`config.mk`:
```
export PLATFORM = sky130hd
export DESIGN_NAME = li_shell
export DESIGN_NICKNAME = d
export VERILOG_FILES = /design/src/rtl/li_shell_pkg.sv /design/src/rtl/li_in_queue.sv /design/src/rtl/li_fire_ctrl.sv /design/src/rtl/li_pearl.sv /design/src/rtl/li_shell.sv
export SDC_FILE = /design/constraint.sdc
export NUM_CORES = 1
export LEC_CHECK = 0
export BUFFER_PORTS_ARGS = -buffer_cell sky130_fd_sc_hd__buf_2
export CORE_AREA = 2 2 70 72
export CTS_BUF_LIST = sky130_fd_sc_hd__clkbuf_2
export DETAILED_ROUTE_END_ITERATION = 12
export DIE_AREA = 0 0 72 74
export GPL_ROUTABILITY_DRIVEN = 0
export PLACE_DENSITY = 0.8
export SKIP_LAST_GASP = 1
export SLEW_MARGIN = 20
export SYNTH_ARGS = -nofsm -noshare
export SYNTH_HDL_FRONTEND = slang
export SYNTH_HIERARCHICAL = 1
export SYNTH_SLANG_ARGS = --single-unit
export TNS_END_PERCENT = 1
```
`constraint.sdc`:
```
create_clock -name clk -period 4 [get_ports clk]
set_input_delay 0.6 -clock clk [delete_from_list [all_inputs] [get_ports clk]]
set_output_delay 0.6 -clock clk [all_outputs]
set_load 0.03 [all_outputs]
```
`src/rtl/li_shell_pkg.sv`:
```
// Shared types of the latency-insensitive shell.
// Assumes: nothing beyond the standard language.
package li_shell_pkg;

    // Fill level of a two-slot input buffer.
    typedef enum logic [1:0] {
        FILL_EMPTY = 2'd0,
        FILL_ONE   = 2'd1,
        FILL_FULL  = 2'd2
    } fill_e;

    // What the output stage does on the coming edge.
    typedef enum logic [1:0] {
        STEP_VOID = 2'd0,
        STEP_FIRE = 2'd1,
        STEP_HOLD = 2'd2
    } step_e;

endpackage

```
`src/rtl/li_in_queue.sv`:
```
// Two-slot input buffer for one channel.
// Takes a token when in_valid is high and in_stop is low. When it is empty
// and the shell fires in the same cycle, the token bypasses the storage.
// Pops one stored token on every firing cycle.
// Assumes: fire is only raised when head_valid is high.
module li_in_queue
    import li_shell_pkg::*;
#(
    parameter int W = 8
) (
    input  logic         clk,
    input  logic         rst_n,
    input  logic         up_valid,
    input  logic [W-1:0] up_data,
    output logic         up_stop,
    input  logic         fire,
    output logic         head_valid,
    output logic [W-1:0] head_data
);
    logic [W-1:0] slot [2];
    logic         rd_idx;
    fill_e        fill;

    logic take, bypass, push, pop;
    logic wr_idx;

    // Handshake and head selection.
    always_comb begin
        up_stop    = (fill == FILL_FULL);
        take       = up_valid && !up_stop;
        bypass     = take && (fill == FILL_EMPTY) && fire;
        push       = take && !bypass;
        pop        = fire && (fill != FILL_EMPTY);
        head_valid = (fill != FILL_EMPTY) || take;
        head_data  = (fill != FILL_EMPTY) ? slot[rd_idx] : up_data;
        wr_idx     = (fill == FILL_ONE) ? !rd_idx : rd_idx;
    end

    // Storage write.
    always_ff @(posedge clk) begin
        if (push) begin
            slot[wr_idx] <= up_data;
        end
    end

    // Read pointer and fill level.
    always_ff @(posedge clk) begin
        if (!rst_n) begin
            rd_idx <= 1'b0;
            fill   <= FILL_EMPTY;
        end else begin
            if (pop) begin
                rd_idx <= !rd_idx;
            end
            case ({push, pop})
                2'b10:   fill <= (fill == FILL_EMPTY) ? FILL_ONE : FILL_FULL;
                2'b01:   fill <= (fill == FILL_FULL) ? FILL_ONE : FILL_EMPTY;
                default: fill <= fill;
            endcase
        end
    end

endmodule

```
`src/rtl/li_fire_ctrl.sv`:
```
// Firing decision of the shell.
// Fires when every input head is valid and the output is not stopped.
// Otherwise it holds a stopped valid output, or emits a void token.
// Assumes: head_valid bits are settled within the cycle.
module li_fire_ctrl
    import li_shell_pkg::*;
#(
    parameter int N_IN = 2
) (
    input  logic [N_IN-1:0] head_valid,
    input  logic            out_stop,
    input  logic            out_valid,
    output logic            fire,
    output step_e           step
);
    // Decide the step for the coming edge.
    always_comb begin
        fire = (&head_valid) && !out_stop;
        if (fire) begin
            step = STEP_FIRE;
        end else if (out_stop && out_valid) begin
            step = STEP_HOLD;
        end else begin
            step = STEP_VOID;
        end
    end

endmodule

```
`src/rtl/li_pearl.sv`:
```
// Stand-in computation core with its output register.
// State advances only on STEP_FIRE (the clock enable): the accumulator adds
// the head token of every input, and the new total is sent out as valid.
// Assumes: step is STEP_FIRE only when all heads hold valid tokens.
module li_pearl
    import li_shell_pkg::*;
#(
    parameter int N_IN = 2,
    parameter int W    = 8
) (
    input  logic            clk,
    input  logic            rst_n,
    input  step_e           step,
    input  logic [N_IN*W-1:0] heads,
    output logic            out_valid,
    output logic [W-1:0]    out_data
);
    logic [W-1:0] acc;
    logic [W-1:0] total;

    // Sum of the accumulator and all head tokens.
    always_comb begin
        total = acc;
        for (int i = 0; i < N_IN; i++) begin
            total = total + heads[i*W +: W];
        end
    end

    // Core state, gated by the firing step.
    always_ff @(posedge clk) begin
        if (!rst_n) begin
            acc <= '0;
        end else if (step == STEP_FIRE) begin
            acc <= total;
        end
    end

    // Output token register.
    always_ff @(posedge clk) begin
        if (!rst_n) begin
            out_valid <= 1'b0;
            out_data  <= '0;
        end else begin
            case (step)
                STEP_FIRE: begin
                    out_valid <= 1'b1;
                    out_data  <= total;
                end
                STEP_HOLD: begin
                    out_valid <= out_valid;
                    out_data  <= out_data;
                end
                default: begin
                    out_valid <= 1'b0;
                    out_data  <= out_data;
                end
            endcase
        end
    end

endmodule

```
`src/rtl/li_shell.sv`:
```
// Static latency-insensitive shell around the stand-in core.
// One two-slot buffer per input, a firing controller and the gated core.
// Assumes: producers hold a token while its stop bit is high; the
// consumer holds the output while it drives out_stop.
module li_shell
    import li_shell_pkg::*;
#(
    parameter int N_IN = 2,
    parameter int W    = 8
) (
    input  logic              clk,
    input  logic              rst_n,
    input  logic [N_IN-1:0]   in_valid,
    input  logic [N_IN*W-1:0] in_data,
    output logic [N_IN-1:0]   in_stop,
    output logic              out_valid,
    output logic [W-1:0]      out_data,
    input  logic              out_stop
);
    logic [N_IN-1:0]   head_valid;
    logic [N_IN*W-1:0] heads;
    logic              fire;
    step_e             step;

    // One buffer per input channel.
    for (genvar g = 0; g < N_IN; g++) begin : g_in
        li_in_queue #(.W(W)) u_q (
            .clk       (clk),
            .rst_n     (rst_n),
            .up_valid  (in_valid[g]),
            .up_data   (in_data[g*W +: W]),
            .up_stop   (in_stop[g]),
            .fire      (fire),
            .head_valid(head_valid[g]),
            .head_data (heads[g*W +: W])
        );
    end

    li_fire_ctrl #(.N_IN(N_IN)) u_ctrl (
        .head_valid(head_valid),
        .out_stop  (out_stop),
        .out_valid (out_valid),
        .fire      (fire),
        .step      (step)
    );

    li_pearl #(.N_IN(N_IN), .W(W)) u_core (
        .clk      (clk),
        .rst_n    (rst_n),
        .step     (step),
        .heads    (heads),
        .out_valid(out_valid),
        .out_data (out_data)
    );

endmodule

```
==> impl_metrics.tcl <==
set metrics [dict create \
    outcome "complete, no violations" \
    drive_gt1_share_pct 18.63 \
    layout.nets 299 \
    drt_iter0_drc 163 \
    synthFlopType "edfxtp_1" \
    cp_data_required_time_ns 4.37 \
    drv_cap 0 \
    p_int_mw 1.452 \
    cts_tree "yes" \
    power.leakage_nw 1.142 \
    synth-edff-count 32 \
    ctsHtreeMaxLevel 2 \
    cts_post_setup_buffers_inserted 0 \
    irDropWorstVdd_v 0.0005121 \
    first_pass_iters 4 \
    clock_sinks 49 \
    grt_pass1_vias 1731 \
    power_frac_comb_pct 57.8 \
    powerDensity_nw_per_um2 887.6 \
    clock_power_share_pct 9.9 \
    vias 1792 \
    cp-end-kind "flip-flop" \
    ys_types 42 \
    hold_buffers 0 \
    start_util_pct 57.69 \
    final_common_cell "edfxtp_1" \
    setup_viol 0 \
    clockBufferDepth 2 \
    final-seq-area_um2 1301 \
    grt_use_total_pct 19.96 \
    antenna_found_initial 0 \
    fp.coreArea_um2 4598 \
    cts_resized 0 \
    most-common-layout-cells "32 x edfxtp_1, 31 x buf_2, 21 x mux2i_1" \
    worst_slew_pin_slew_ns 0.7914 \
    drc 0 \
    grt_max_degree 22 \
    finalMaxSlewViolations 0 \
    rsz0062_at_grt "no" \
    swShare_pct 43.32 \
    routed_wl_mm 4.853 \
    dp_hpwl_mm 3.698 \
    synth-seq-cells 49 \
    ant_nets 0 \
    postSynthAreaPerCell_um2 11.24 \
    yosys_warnings 6 \
    cp.arrival_ns 3.54 \
    cts_root_buf "clkbuf_2" \
    hold_viol_final 0 \
    overflow 0 \
    clkTransAtPathRegs_ns 0.23 \
    syn2layout_area_growth_pct 8.774 \
    viasPerCell 5.653 \
    syn_nets 273 \
    grt_pass1_wl_mm 7.997 \
    finalNonFillerCells 317 \
    diodes 0 \
    p_seq_share_pct 32.3 \
    fillCellCount 355 \
    setup_tns_ns 0 \
    crit_fanout 18 \
    min_period_ns 3.171 \
    dp_cells 309 \
    period_share_pct 79.27 \
    postSynthCellCount 236 \
    clk_latency_ns 0.42 \
    ys_seq_area_share_pct 49.06 \
    path_class "reg -> reg" \
    fp.dieArea_um2 5328 \
    std_cell_rows 25 \
    p_switching_mw 1.109 \
    fin_skew_ns 0.01924 \
    multiInputGateArea_um2 1222 \
    async_reset_ff_share_pct 0 \
    netlist_area_um2 2653 \
    die_w_um 72 \
    hp-class "in -> reg" \
    relSlewSlack_pct 47.24 \
    io_buffers 31 \
    numCtsBuffers 5 \
    wire_per_inst_um 15.31 \
    max_clock_freq_ghz 0.3154 \
    dieHeight_um 74 \
    io_pins 32 \
    cp-start-kind "flip-flop" \
]
worst max-delay path: stages, from the launching register on:
cell	delay [ns]
dfxtp_1	0.74
or2_1	0.34
a21oi_1	0.14
fa_1	0.52
ha_1	0.16
inv_1	0.06
fa_1	0.42
nor2b_4	0.16
o2111ai_1	0.13
nand3_1	0.09
nor3b_2	0.17
mux2i_1	0.18
final timing paths:
check                                           to  depth (start not counted)                        startpoint  slack (ns)
setup / recovery   u_core/out_data[7]$_SDFFE_PN0P_                         11  g_in[0].u_q/fill[1]$_SDFFE_PN0P_        0.83
hold reg to reg    u_core/out_data[7]$_SDFFE_PN0P_                          2   u_core/out_data[7]$_SDFFE_PN0P_        0.50
setup reg to reg   u_core/out_data[7]$_SDFFE_PN0P_                         11  g_in[0].u_q/fill[1]$_SDFFE_PN0P_        0.83
hold / removal    g_in[0].u_q/slot[1][0]$_DFFE_PP_                          1                        in_data[0]        0.37
cells by family after synthesis:
logic type,Yosys count,synth area share (%)
fa+ha+maj,16,9.811
compound gates,49,12.36
xor+xnor,6,1.981
simple gates,66,14.01
buf+inv,29,4.858
flops,49,49.06
mux,21,7.924
registers in the layout, indices dropped and copies added, names as in the netlist, named ones only:
signal,flops
g_in.u_q/rd_idx,2
u_core/out_data,8
g_in.u_q/slot,32
g_in.u_q/fill,4
u_core/out_valid,1
final cells by class:
class,count,area share (%)
inverter,14,1.821
clock inverter,2,1.171
tap,54,2.342
clock buffer,6,1.041
sequential,49,45.10
timing repair buffer,34,6.158
multi-input combinational,158,42.37
per-layer routing:
metal  wire, um  vias up  global-route usage, %
met4        143        0                  9.644
met1       2179      837                  25.99
met3        192       12                  4.201
met5          0        -                      0
met2       2337       44                  32.30
li1           -      899                      -
synth_stat cells, types with 3 or more instances:
library cell / count / area share, %
a21oi_1: 20 / 3.8
nor2b_1: 3 / 0.71
a21boi_1: 3 / 0.85
nor3_1: 17 / 3.2
dfxtp_1: 17 / 13
o21a_1: 3 / 0.85
a21boi_0: 3 / 0.85
clkbuf_1: 3 / 0.42
o21ai_0: 3 / 0.57
buf_2: 8 / 1.5
inv_1: 14 / 2.0
or3_1: 4 / 0.94
xor2_1: 4 / 1.3
edfxtp_1: 32 / 36
ha_1: 8 / 3.8
mux2i_1: 21 / 7.9
nand2_1: 13 / 1.8
or3b_1: 4 / 1.3
nand3_1: 4 / 0.75
nand2b_1: 6 / 1.4
o21ai_1: 5 / 0.94
nor2_1: 5 / 0.71
fa_1: 8 / 6.0
per-stage QoR:
stage | setup slack (ns) | total power, mW | hold slack (ns) | area [um2] | util, %
6_report | 0.8294 | 2.561 | 0.3651 | 2885 | 62.75
5_1_grt | 0.5915 | 2.788 | 0.3033 | 2885 | 62.75
2_1_floorplan | 1.243 | 2.000 | 0.4981 | 2653 | -
3_5_place_dp | 0.8685 | 2.303 | 0.4700 | 2821 | 61.36
3_3_place_gp | 1.028 | 2.235 | 0.4650 | 2821 | 61.36
4_1_cts | 0.8485 | 2.562 | 0.3377 | 2885 | 62.75
power by group through the flow:
stage / sequential (mW) / clock, mW / combinational, mW
global placement: 0.830 / 0 / 1.41
detailed placement: 0.841 / 0 / 1.46
CTS: 0.828 / 0.262 / 1.47
global route: 0.849 / 0.285 / 1.65
floorplan: 0.834 / 0 / 1.17
finish: 0.827 / 0.254 / 1.48
(Power assumes the default switching activity.)
